==> config.mk <==
export PLATFORM = sky130hd
export DESIGN_NAME = ssf_sequencer
export DESIGN_NICKNAME = d
export VERILOG_FILES = /design/src/rtl/ssf_pkg.sv /design/src/rtl/ssf_sync.sv /design/src/rtl/ssf_tick_timer.sv /design/src/rtl/ssf_ramp.sv /design/src/rtl/ssf_sequencer.sv
export SDC_FILE = /design/constraint.sdc
export NUM_CORES = 1
export LEC_CHECK = 0
export ABC_AREA = 1
export BUFFER_PORTS_ARGS = -buffer_cell sky130_fd_sc_hd__buf_4
export CAP_MARGIN = 20
export CORE_ASPECT_RATIO = 2
export CORE_MARGIN = 10
export CORE_UTILIZATION = 52
export CTS_BUF_LIST = sky130_fd_sc_hd__clkbuf_8
export DETAILED_ROUTE_END_ITERATION = 10
export PLACE_DENSITY_LB_ADDON = 0.12
export SYNTH_ARGS = -nofsm -noshare
export SYNTH_HDL_FRONTEND = slang
export SYNTH_SLANG_ARGS = --single-unit
==> constraint.sdc <==
create_clock -name clk -period 1.55 [get_ports clk]
set_input_delay 0.155 -clock clk [delete_from_list [all_inputs] [get_ports clk]]
set_output_delay 0.155 -clock clk [all_outputs]
set_load 0.1 [all_outputs]
==> src/rtl/ssf_pkg.sv <==
package ssf_pkg;
  typedef enum logic [2:0] {
    ST_IDLE    = 3'd0,
    ST_OCSET   = 3'd1,
    ST_SOFT    = 3'd2,
    ST_RUN     = 3'd3,
    ST_OVCLAMP = 3'd4,
    ST_LATCH   = 3'd5
  } seq_state_t;
endpackage

==> src/rtl/ssf_sync.sv <==
module ssf_sync #(
  parameter int WIDTH = 5
) (
  input  logic             clk,
  input  logic             rst_n,
  input  logic [WIDTH-1:0] din,
  output logic [WIDTH-1:0] dout
);
  for (genvar g = 0; g < WIDTH; g++) begin : g_bit
    logic meta, stable;
    always_ff @(posedge clk or negedge rst_n) begin
      if (!rst_n) begin
        meta   <= 1'b0;
        stable <= 1'b0;
      end else begin
        meta   <= din[g];
        stable <= meta;
      end
    end
    assign dout[g] = stable;
  end
endmodule

==> src/rtl/ssf_tick_timer.sv <==
module ssf_tick_timer #(
  parameter int LIMIT = 64
) (
  input  logic clk,
  input  logic rst_n,
  input  logic clr,
  input  logic adv,
  output logic done
);
  localparam int CW = (LIMIT > 2) ? $clog2(LIMIT) : 1;
  localparam logic [CW-1:0] LAST = CW'(LIMIT - 1);

  logic [CW-1:0] cnt;

  assign done = adv && (cnt == LAST);

  always_ff @(posedge clk or negedge rst_n) begin
    if (!rst_n)      cnt <= '0;
    else if (clr)    cnt <= '0;
    else if (adv)    cnt <= done ? '0 : cnt + 1'b1;
  end
endmodule

==> src/rtl/ssf_ramp.sv <==
module ssf_ramp #(
  parameter int STEPS = 40,
  parameter int SPAN  = 512,
  localparam int CODE_W = $clog2(STEPS + 1)
) (
  input  logic              clk,
  input  logic              rst_n,
  input  logic              clr,
  input  logic              adv,
  output logic [CODE_W-1:0] step,
  output logic              last
);
  localparam int ACC_W = $clog2(SPAN + STEPS + 1);
  localparam logic [ACC_W-1:0]  INC     = ACC_W'(STEPS);
  localparam logic [ACC_W-1:0]  SPAN_V  = ACC_W'(SPAN);
  localparam logic [CODE_W-1:0] TOP_M1  = CODE_W'(STEPS - 1);
  localparam logic [CODE_W-1:0] TOP     = CODE_W'(STEPS);

  logic [ACC_W-1:0] acc, sum;
  logic             wrap;

  assign sum  = acc + INC;
  assign wrap = (sum >= SPAN_V);
  assign last = adv && wrap && (step == TOP_M1);

  always_ff @(posedge clk or negedge rst_n) begin
    if (!rst_n) begin
      acc  <= '0;
      step <= '0;
    end else if (clr) begin
      acc  <= '0;
      step <= '0;
    end else if (adv) begin
      acc <= wrap ? (sum - SPAN_V) : sum;
      if (wrap) step <= step + 1'b1;
    end
  end

  // code only moves on a tick
  a_r3_frozen_without_tick: assert property (@(posedge clk) disable iff (!rst_n)
    (!adv && !clr) |=> $stable(step));
  // code never exceeds full scale
  a_r3_code_bounded: assert property (@(posedge clk) disable iff (!rst_n)
    step <= TOP);
endmodule

==> src/rtl/ssf_sequencer.sv <==
module ssf_sequencer #(
  parameter int STEPS       = 40,
  parameter int RAMP_TICKS  = 512,
  parameter int OCSET_TICKS = 64,
  localparam int CODE_W = $clog2(STEPS + 1)
) (
  input  logic              clk,
  input  logic              rst_n,
  input  logic              osc_tick,
  input  logic              supply_ok_a,
  input  logic              comp_en_a,
  input  logic              fb_uv_a,
  input  logic              fb_ov_a,
  input  logic              oc_trip_a,
  output logic [CODE_W-1:0] ref_code,
  output logic              oc_sample,
  output logic              conv_en,
  output logic              fault_latched,
  output logic              force_low
);
  import ssf_pkg::*;

  localparam logic [CODE_W-1:0] FULL = CODE_W'(STEPS);

  logic sup_s, cmp_s, uv_s, ov_s, oc_s;
  logic oc_prev, oc_evt;
  logic oc_seen, oc_seen_nx;
  logic restart;
  logic timer_done, ramp_last;
  logic [CODE_W-1:0] step;
  seq_state_t st, st_nx;

  ssf_sync #(.WIDTH(5)) u_sync (
    .clk  (clk),
    .rst_n(rst_n),
    .din  ({supply_ok_a, comp_en_a, fb_uv_a, fb_ov_a, oc_trip_a}),
    .dout ({sup_s, cmp_s, uv_s, ov_s, oc_s})
  );

  ssf_tick_timer #(.LIMIT(OCSET_TICKS)) u_ocset (
    .clk  (clk),
    .rst_n(rst_n),
    .clr  (st != ST_OCSET),
    .adv  (osc_tick && (st == ST_OCSET)),
    .done (timer_done)
  );

  ssf_ramp #(.STEPS(STEPS), .SPAN(RAMP_TICKS)) u_ramp (
    .clk  (clk),
    .rst_n(rst_n),
    .clr  ((st != ST_SOFT) || restart),
    .adv  (osc_tick && (st == ST_SOFT)),
    .step (step),
    .last (ramp_last)
  );

  assign oc_evt = oc_s && !oc_prev;

  always_comb begin
    st_nx      = st;
    oc_seen_nx = oc_seen;
    restart    = 1'b0;
    if (!sup_s || !cmp_s) begin
      st_nx      = ST_IDLE;
      oc_seen_nx = 1'b0;
    end else begin
      case (st)
        ST_IDLE:  st_nx = ST_OCSET;
        ST_OCSET: if (timer_done) st_nx = ST_SOFT;
        ST_SOFT: begin
          if (oc_evt) begin
            if (oc_seen) st_nx = ST_LATCH;
            else begin
              oc_seen_nx = 1'b1;
              restart    = 1'b1;
            end
          end else if (ramp_last) st_nx = ST_RUN;
        end
        ST_RUN, ST_OVCLAMP: begin
          if (uv_s) st_nx = ST_LATCH;
          else if (oc_evt) begin
            oc_seen_nx = 1'b1;
            st_nx      = oc_seen ? ST_LATCH : ST_SOFT;
          end else if (st == ST_RUN && ov_s) st_nx = ST_OVCLAMP;
          else if (st == ST_OVCLAMP && !ov_s) st_nx = ST_RUN;
        end
        ST_LATCH: st_nx = ST_LATCH;
        default:  st_nx = ST_IDLE;
      endcase
    end
  end

  always_ff @(posedge clk or negedge rst_n) begin
    if (!rst_n) begin
      st      <= ST_IDLE;
      oc_seen <= 1'b0;
      oc_prev <= 1'b0;
    end else begin
      st      <= st_nx;
      oc_seen <= oc_seen_nx;
      oc_prev <= oc_s;
    end
  end

  assign oc_sample     = (st == ST_OCSET);
  assign conv_en       = (st == ST_SOFT) || (st == ST_RUN);
  assign fault_latched = (st == ST_LATCH);
  assign force_low     = (st == ST_OVCLAMP);
  assign ref_code      = (st == ST_RUN || st == ST_OVCLAMP) ? FULL :
                         (st == ST_SOFT) ? step : '0;

  // losing supply or enable always lands in idle
  a_r9_drop_to_idle: assert property (@(posedge clk) disable iff (!rst_n)
    (!sup_s || !cmp_s) |=> (st == ST_IDLE));
  // latch holds while supply and enable stay good
  a_r6_latch_holds: assert property (@(posedge clk) disable iff (!rst_n)
    (st == ST_LATCH && sup_s && cmp_s) |=> fault_latched);
  // under-voltage in regulation latches
  a_r7_uv_latches: assert property (@(posedge clk) disable iff (!rst_n)
    (st == ST_RUN && uv_s && sup_s && cmp_s) |=> (fault_latched && !conv_en));
  // first over-current in regulation restarts at code 0
  a_r5_first_oc_restarts: assert property (@(posedge clk) disable iff (!rst_n)
    (st == ST_RUN && oc_evt && !oc_seen && !uv_s && sup_s && cmp_s)
      |=> (conv_en && ref_code == '0 && !oc_sample));
  // over-voltage in regulation clamps
  a_r8_ov_clamps: assert property (@(posedge clk) disable iff (!rst_n)
    (st == ST_RUN && ov_s && !uv_s && !oc_evt && sup_s && cmp_s)
      |=> (force_low && !conv_en && ref_code == FULL));
  // soft-start code climbs by at most one per cycle
  a_r3_step_by_one: assert property (@(posedge clk) disable iff (!rst_n)
    (st == ST_SOFT && $past(st) == ST_SOFT && !$past(restart))
      |-> (ref_code == $past(ref_code) || ref_code == $past(ref_code) + 1'b1));
endmodule

==> results.json, run 1 <==
{
  "yosysUniqueCellTypes": 26,
  "nFillCells": 244,
  "clockPowerShare_pct": 39.5,
  "multi_input_area_um2": 909.6,
  "p_leak_nw": 1.121,
  "timing.hold.ws_ns": 0.1801,
  "cts_buffers": 5,
  "place_area_um2": 2029,
  "yosysSeqAreaShare_pct": 47.45,
  "p_per_area_nw_per_um2": 815.6,
  "diodes": 0,
  "placedCellCount": 269,
  "violations": "setup timing",
  "peakVddDrop_uv": 836.3,
  "track_usage_pct": 14.74,
  "wl_mm": 4.269,
  "fp-row-count": 30,
  "cts_sinks": 34,
  "grt_pass1_vias": 1660,
  "critPathTopFamily": "flip-flops",
  "synth-seq-cells": 34,
  "root_buffer": "clkbuf_8",
  "drive_gt1_share_pct": 34.22,
  "drt_iter0_drc": 76,
  "max_freq_mhz": 630.4,
  "io_buffers": 17,
  "grt_first_pass_wirelength_mm": 7.210,
  "setup_violations": 5,
  "cp-end-kind": "output pin",
  "comb_power_share_pct": 13.8,
  "crit_fanout": 6,
  "hold_path_class": "in2reg",
  "ant_nets": 0,
  "r2r_slack_ns": 0,
  "drtPass1Iterations": 4,
  "hold_viol": 0,
  "clkLatencyLatePin_ns": 0.29,
  "slowest_delay_ns": 0.46,
  "drc": 0,
  "critPathSlowestCell": "dfrtp_2",
  "routed_via_density": 5.444,
  "die_w_um": 61.52,
  "maxSlewHeadroom_pct": 71.05,
  "hpwl_mm": 2.900,
  "max-cap-violations": 0,
  "post_drt_wl_per_cell_um": 14.47,
  "drv_slew": 0,
  "cp.buffers_inverters": 3,
  "status": "finished with violations",
  "arrival_ns": 1.43,
  "crit_path_cell_trace": "inv_4, nand3_4, buf_6, nor2_4, buf_12",
  "required_ns": 1.39,
  "fin_skew_ns": 0.01259,
  "dieArea_um2": 6339,
  "synth_cells": 215,
  "p_switching_mw": 0.5107,
  "switching_share_pct": 25.26,
  "start_util_pct": 53.07,
  "dr_total_vias": 1606,
  "fin_util_pct": 73.37,
  "syn_to_final_growth_pct": 38.24,
  "min_period_ns": 1.586,
  "pwr-share-seq_pct": 46.7,
  "clkTransAtPathRegs_ns": 0.08,
  "synth_warnings": 0,
  "grt_antenna_before_repair": 0,
  "crit_path_start_kind": "flop",
  "avgSynthCellArea_um2": 8.339,
  "gp_congestion": 0.8365,
  "core-area_um2": 3378,
  "period_share_pct": 102.3,
  "tightest_slew_ns": 0.4342,
  "io_pins": 18,
  "grt_overflow": 0,
  "die_y_um": 103.0,
  "postLayoutCellArea_um2": 2479,
  "regArea_um2": 853.3,
  "syn_nets": 226,
  "final_nets": 273,
  "crit_type": "reg2out",
  "clockBufferDepth": 2,
  "cts_tree": "yes",
  "grt_setup_unrepaired": "yes",
  "finalNonFillerCells": 295,
  "grt_max_degree": 35,
  "intPower_mw": 1.511,
  "syn_area_um2": 1793,
  "setup_ws_ns": -0.03618,
  "cts-htree-levels": 2
}
==> final timing paths <==
check	from	endpoint	cells after the start
max	st[0]	ref_code[2]	5
min	osc_tick	u_ocset.cnt[1]	3
max reg2reg	st[0]	st[0]	9
min reg2reg	u_sync.g_bit[2].meta	u_sync.g_bit[2].stable	0
max in group asynchronous	rst_n	st[0]	2
min in group asynchronous	rst_n	u_ramp.acc[4]	2
==> layout by cell type, fill, tap and decap left out, types with 5 or more instances in the layout <==
| cell | n |
|---|---|
| inv_1 | 24 |
| inv_4 | 5 |
| a21oi_1 | 13 |
| dlygate4sd3_1 | 6 |
| dfrtp_1 | 32 |
| clkbuf_8 | 5 |
| nand2_2 | 9 |
| nor2_1 | 20 |
| buf_4 | 25 |
| nand2_1 | 31 |
| o21ai_1 | 6 |
| buf_12 | 7 |
| nor2_4 | 10 |
| nand3_1 | 23 |
==> per-stage QoR <==
stage | total power [mW] | setup slack [ns] | TNS [ns]
2_1_floorplan | 1.092 | -0.4946 | -3.663
3_3_place_gp | 1.176 | 0.03990 | 0
3_5_place_dp | 1.183 | -0.02375 | -0.04767
4_1_cts | 2.016 | -0.02977 | -0.1040
5_1_grt | 2.094 | -0.1276 | -0.8540
6_report | 2.022 | -0.03618 | -0.1298
==> state kept, by name (all words and copies together) (netlist names) <==
register             cells
u_sync.g_bit.stable      5
st                       3
u_ocset.cnt              6
oc_seen                  1
u_ramp.acc               7
u_sync.g_bit.meta        5
u_ramp.step              6
oc_prev                  1
==> synth_stat cells (all sizes together) <==
| cell type | number | area (um2) |
|---|---|---|
| nand2 | 44 | 192.7 |
| dfrtp | 34 | 850.8 |
| nor2 | 32 | 147.6 |
| inv | 31 | 116.4 |
| nand3 | 30 | 185.2 |
| a21oi | 13 | 65.06 |
| o21ai | 9 | 45.04 |
| nor3 | 4 | 31.28 |
| xor2 | 4 | 35.03 |
| ha | 3 | 37.54 |
| nand4 | 3 | 18.77 |
| buf | 2 | 22.52 |
| xnor2 | 2 | 17.52 |
| a31oi | 1 | 6.260 |
| and3b | 1 | 10.01 |
| clkinv | 1 | 3.750 |
| o31ai | 1 | 7.510 |
==> cell families after synthesis <==
| logic type | count (synthesis) | share of synthesized area (%) |
|---|---|---|
| and+or+nand+nor | 114 | 32.66 |
| buffers and inverters | 34 | 7.955 |
| DFF | 34 | 47.45 |
| AOI/OAI and AO/OA | 24 | 6.909 |
| xor gates and xnor gates | 6 | 2.931 |
| adders and majority gates | 3 | 2.094 |
==> area by class of cell <==
type,instances,area share [%]
Inverter,32,5.351
Clock inverter,3,1.666
Clock buffer,5,2.776
Tap cell,32,1.615
Timing Repair Buffer,42,17.47
Sequential cell,34,34.43
Multi-Input combinational cell,147,36.70
==> timing repair <==
item | 4_1_cts | 5_1_grt
hold buffers | 6 | 0
setup endpoints to repair | 11 | 16
endpoints found under the hold margin | 39 | 0
pin swaps | 5 | 15
buffers inserted | 6 | 6
resized for setup | 34 | 20
==> per-layer routing <==
metal	part of all wire, %	track usage, %	wire length, um
met1	36	14.58	1549
met4	1.4	6.920	58
met2	57	26.37	2433
met3	5.3	4.439	228
met5	0	0	0
==> power by group through the flow <==
| stage | Sequential [mW] | Clock [mW] | Combinational, mW |
|---|---|---|---|
| 2_1_floorplan | 0.958 | 0 | 0.133 |
| 3_3_place_gp | 0.958 | 0 | 0.218 |
| 3_5_place_dp | 0.960 | 0 | 0.223 |
| 4_1_cts | 0.944 | 0.812 | 0.260 |
| 5_1_grt | 0.948 | 0.844 | 0.301 |
| 6_report | 0.945 | 0.798 | 0.278 |
==> tightest hold or removal path, delay by kind of cell <==
family | cells | cell delay [ns]
buffers and inverters | 1 | 0.13
and+or+nand+nor | 2 | 0.15
(Power assumes the default switching activity.)
==> run 2: changes to the inputs <==
--- a/config.mk
+++ b/config.mk
@@ -14,6 +14,7 @@
 export CTS_BUF_LIST = sky130_fd_sc_hd__clkbuf_8
 export DETAILED_ROUTE_END_ITERATION = 10
 export PLACE_DENSITY_LB_ADDON = 0.12
+export SKIP_LAST_GASP = 1
 export SYNTH_ARGS = -nofsm -noshare
 export SYNTH_HDL_FRONTEND = slang
 export SYNTH_SLANG_ARGS = --single-unit
==> run 2 against run 1 <==
The run still ends with setup timing left. Sequential power is essentially flat. Sequential share of layout area grew 0.052 points. First-iteration DRC count is the same.
==> results.json, run 2 (synthesized netlist as in run 1, its figures left out) <==
{
  "drive_gt1_share_pct": 34.22,
  "final_cell_mix": "dfrtp_1 (32), nand2_1 (31), buf_4 (26), inv_1 (24), nand3_1 (23)",
  "max_freq_mhz": 631.8,
  "routed_via_density": 5.434,
  "crit_type": "reg2out",
  "finalNonFillerCells": 295,
  "die_w_um": 61.52,
  "fin_util_pct": 73.26,
  "cts_buffers": 5,
  "grt_max_degree": 35,
  "fp-row-count": 30,
  "gp_congestion": 0.8365,
  "critPathSlowestCell": "dfrtp_2",
  "cp-end-kind": "output pin",
  "setup_ws_ns": -0.03289,
  "start_util_pct": 53.07,
  "crit_path_start_kind": "flop",
  "status": "finished with violations",
  "drt_iter0_drc": 76,
  "io_pins": 18,
  "drv_slew": 0,
  "critPathTopFamily": "flip-flops",
  "top_register": "u_ramp.acc",
  "placedCellCount": 269,
  "cts_sinks": 34,
  "min_period_ns": 1.583,
  "slowest_delay_ns": 0.46,
  "track_usage_pct": 14.74,
  "ant_nets": 0,
  "max-cap-violations": 0,
  "postLayoutCellArea_um2": 2475,
  "syn_to_final_growth_pct": 38.03,
  "grt_antenna_before_repair": 0,
  "final_nets": 273,
  "post_drt_wl_per_cell_um": 14.40,
  "period_share_pct": 102.1,
  "dieArea_um2": 6339,
  "drc": 0,
  "power_mw": 2.017,
  "hold_viol": 0,
  "timing.hold.ws_ns": 0.1808,
  "wl_mm": 4.247,
  "grt_overflow": 0,
  "clkTransAtPathRegs_ns": 0.08,
  "fin_skew_ns": 0.01179,
  "place_area_um2": 2029,
  "crit_path_cell_trace": "inv_4, nand3_4, buf_6, nor2_4, buf_12",
  "required_ns": 1.39,
  "crit_fanout": 6,
  "grt_pass1_vias": 1660,
  "clkLatencyLatePin_ns": 0.29,
  "setup_violations": 4,
  "final_common_cell": "dfrtp_1",
  "root_buffer": "clkbuf_8",
  "diodes": 0,
  "cts_tree": "yes",
  "tightest_slew_ns": 0.4349,
  "hold_path_class": "in2reg",
  "clockBufferDepth": 2,
  "arrival_ns": 1.43,
  "cts-htree-levels": 2,
  "io_buffers": 17,
  "p_per_area_nw_per_um2": 815.0,
  "place_ws_ns": -0.02375,
  "peakVddDrop_uv": 836.3,
  "grt_setup_unrepaired": "yes",
  "dr_total_vias": 1603,
  "die_y_um": 103.0,
  "hpwl_mm": 2.900,
  "drtPass1Iterations": 4,
  "core-area_um2": 3378,
  "violations": "setup timing",
  "cp.buffers_inverters": 3,
  "finalSetupTns_ns": -0.1220,
  "p_leak_nw": 1.120,
  "grt_first_pass_wirelength_mm": 7.210,
  "maxSlewHeadroom_pct": 71.01,
  "reg.largest.list": "u_ramp.acc: 7 flops, u_ocset.cnt: 6 flops, u_ramp.step: 6 flops",
  "largest_reg_flops": 7
}
## run 2: cell types whose count changed in the layout (fill, tap and decap cells not counted)
cell | before | now
buf_4 | 25 | 26
buf_6 | 4 | 3
## run 2: timing repair
action                                 CTS  global route
buffers inserted                         6             6
hold buffers                             6             0
endpoints found under the hold margin   39             0
pin swaps                                5            15
setup endpoints to repair               11            16
gates resized for setup                 34            19
## run 2: metal layers
layer	global-route usage [%]	part of all wire [%]	routed length [um]
met5	0	0	0
met1	14.58	36	1537
met4	6.920	1.9	79
met2	26.37	56	2394
met3	4.439	5.5	235
## run 2: layout make-up
class | count | area, um2
timing repair buffer | 42 | 429.2
fill | 247 | 903.4
clock buffer | 5 | 68.82
sequential | 34 | 853.3
tap | 32 | 40.04
inverter | 32 | 132.6
multi-input combinational | 147 | 909.6
clock inverter | 3 | 41.29
## run 2: final timing paths
kind	to	depth (start not counted)	startpoint	slack, ns
min in group asynchronous	oc_prev	2	rst_n	0.36
min reg2reg	u_sync.g_bit[2].stable	0	u_sync.g_bit[2].meta	0.35
max	ref_code[2]	5	st[0]	-0.03
min	u_ocset.cnt[1]	3	osc_tick	0.18
max in group asynchronous	st[1]	2	rst_n	0.85
max reg2reg	st[0]	9	st[0]	0
## run 2: worst reg2reg max path: stages (launching register included)
cell     delay, ns
dfrtp_2       0.46
inv_4         0.08
nand3_4       0.13
buf_6         0.16
nor2_4        0.14
nand4_1       0.14
nand2_2       0.14
nand2_2       0.07
nand2_1       0.07
nand2_1       0.05
## run 2: power breakdown
| part | switching, mW | total (mW) | internal [mW] |
|---|---|---|---|
| Combinational | 0.161 | 0.276 | 0.115 |
| Sequential | 0.0233 | 0.945 | 0.922 |
| Clock | 0.323 | 0.796 | 0.473 |
| Total | 0.507 | 2.02 | 1.51 |
==> run 3: changes to the inputs <==
--- a/config.mk
+++ b/config.mk
@@ -6,13 +6,13 @@
 export NUM_CORES = 1
 export LEC_CHECK = 0
 export ABC_AREA = 1
-export BUFFER_PORTS_ARGS = -buffer_cell sky130_fd_sc_hd__buf_4
 export CAP_MARGIN = 20
 export CORE_ASPECT_RATIO = 2
 export CORE_MARGIN = 10
 export CORE_UTILIZATION = 52
 export CTS_BUF_LIST = sky130_fd_sc_hd__clkbuf_8
 export DETAILED_ROUTE_END_ITERATION = 10
+export DONT_BUFFER_PORTS = 1
 export PLACE_DENSITY_LB_ADDON = 0.12
 export SKIP_LAST_GASP = 1
 export SYNTH_ARGS = -nofsm -noshare
==> run 3 against run 2 <==
The run still ends with setup timing left. Flip-flop and latch count unchanged. Wire length up 0.54%. Clock power fell by 3.4%. First-iteration DRC count shrank 29%. Cell count is 1.7% lower. Hold slack worse by 0.16 ns. Via count shrank 1.8%. Combinational power up 3%. Final area increased by 1.1%. Fmax fell by 1.6%. Largest power group unchanged. Highest routed layer unchanged.
==> results.json, run 3 (synthesized netlist as in run 1, its figures left out) <==
{
  "status": "finished with violations",
  "violations": "setup timing",
  "hpwl_mm": 2.883,
  "min_period_ns": 1.609,
  "place_area_um2": 2069,
  "syn_to_final_growth_pct": 39.50,
  "die_w_um": 61.52,
  "fp-row-count": 30,
  "p_leak_nw": 1.120,
  "core-area_um2": 3378,
  "cp-startpoint": "st[2]",
  "crit_fanout": 5,
  "grt_first_pass_wirelength_mm": 7.120,
  "setup_ws_ns": -0.05882,
  "root_buffer": "clkbuf_8",
  "nFillCells": 228,
  "clkLatencyLatePin_ns": 0.28,
  "grt_antenna_before_repair": 0,
  "post_drt_wl_per_cell_um": 14.72,
  "endpoint": "ref_code[3]",
  "crit_path_cell_trace": "inv_2, nand3_4, buf_8, o21ai_4, buf_12",
  "postLayoutCellArea_um2": 2501,
  "finalNonFillerCells": 290,
  "r2r_slack_ns": -0.06,
  "cp-end-kind": "output pin",
  "timing.rr.start": "st[2]",
  "cts-htree-levels": 2,
  "required_ns": 1.39,
  "final_nets": 268,
  "diodes": 0,
  "final_common_cell": "nand2_1",
  "period_share_pct": 103.8,
  "io_buffers": 0,
  "grt_setup_unrepaired": "yes",
  "drt_iter0_drc": 54,
  "largest_reg_flops": 7,
  "cts_sinks": 34,
  "critPathSlowestCell": "dfrtp_2",
  "reg.largest.list": "u_ramp.acc: 7 flops, u_ocset.cnt: 6 flops, u_ramp.step: 6 flops",
  "clockBufferDepth": 2,
  "hold_path_class": "in2reg",
  "fin_skew_ns": 0.01030,
  "grt_overflow": 0,
  "final_cell_mix": "nand2_1 (33), dfrtp_1 (31), nand3_1 (24), inv_1 (23), nor2_1 (20)",
  "arrival_ns": 1.45,
  "path_depth": 5,
  "placedCellCount": 261,
  "timing.rr.end": "u_ramp.step[4]",
  "hold_viol": 0,
  "track_usage_pct": 14.58,
  "top_register": "u_ramp.acc",
  "clkTransAtPathRegs_ns": 0.07,
  "crit_path_start_kind": "flop",
  "routed_via_density": 5.428,
  "crit_type": "reg2out",
  "maxSlewHeadroom_pct": 82.88,
  "ant_nets": 0,
  "drv_slew": 0,
  "dr_total_vias": 1574,
  "gp_congestion": 0.8017,
  "p_per_area_nw_per_um2": 798.3,
  "die_y_um": 103.0,
  "cts_tree": "yes",
  "max-cap-violations": 0,
  "start_util_pct": 53.07,
  "drtPass1Iterations": 4,
  "peakVddDrop_uv": 650.4,
  "wl_mm": 4.270,
  "drive_gt1_share_pct": 32.17,
  "max_freq_mhz": 621.6,
  "io_pins": 18,
  "dieArea_um2": 6339,
  "r2r.worst_path.cells": 10,
  "cts_buffers": 5,
  "setup_violations": 10,
  "slowest_delay_ns": 0.46,
  "tightest_slew_ns": 0.2560,
  "critPathTopFamily": "flip-flops",
  "cp.buffers_inverters": 3,
  "grt_pass1_vias": 1596,
  "grt_max_degree": 35,
  "drc": 0
}
==> run 3: worst reg2reg max path, stage by stage (launching register included) <==
cell and delay (ns):
dfrtp_2 0.46, inv_2 0.09, nand3_4 0.11, buf_4 0.18, nor2_4 0.15, nand3_4 0.11, nand2_4 0.12, buf_4 0.12
nor2_1 0.03, nand2_1 0.06, o21ai_1 0.06
==> run 3: worst min path at each step <==
stage	start	to	slack (ns)	cells after the start
after detailed placement	rst_n	u_sync.g_bit[1].stable	-0.14	0
after CTS	osc_tick	u_ocset.cnt[1]	0.02	2
after global routing	osc_tick	u_ocset.cnt[1]	0.02	2
final	osc_tick	u_ocset.cnt[1]	0.02	2
after floorplan	rst_n	oc_prev	-0.14	0
after global placement	rst_n	u_sync.g_bit[1].stable	-0.14	0
==> run 3: through the flow <==
stage	worst slack (ns)	total power [mW]	setup TNS [ns]	hold slack (ns)	util (%)
final	-0.05882	1.997	-0.2056	0.01702	74.04
after floorplan	-0.4946	1.092	-3.663	-0.1406	-
after global placement	0.04490	1.150	0	-0.1392	61.26
after global routing	-0.1380	2.078	-1.613	0.01536	74.04
after CTS	-0.06148	1.991	-0.1606	0.01575	71.63
after detailed placement	-0.05686	1.156	-0.1172	-0.1391	61.26
==> run 3: timing repair <==
action / CTS / global route
endpoints found under the setup margin: 10 / 18
pin swaps: 5 / 8
hold endpoints to repair: 39 / 0
buffers inserted: 8 / 6
resized for setup: 24 / 10
hold buffers: 7 / 0
==> run 3: cell type report <==
type	instances	area (um2)	share of cell area [%]
timing repair buffer	37	461.7	18.46
clock buffer	8	110.1	4.402
tap	32	40.04	1.601
inverter	32	130.1	5.203
multi-input combinational	147	904.6	36.17
sequential	34	854.6	34.17
==> run 3: per-layer routing <==
layer  GRT usage [%]  wire length [um]  part of all wire [%]
met1           14.53              1491                    35
met2           26.29              2456                    58
met3           4.439               210                   4.9
met4           6.055               112                   2.6
met5               0                 0                     0
==> run 3: power breakdown <==
part | internal, mW | total, mW | switching (mW)
sequential | 0.921 | 0.944 | 0.0230
clock | 0.449 | 0.769 | 0.320
combinational | 0.120 | 0.283 | 0.164
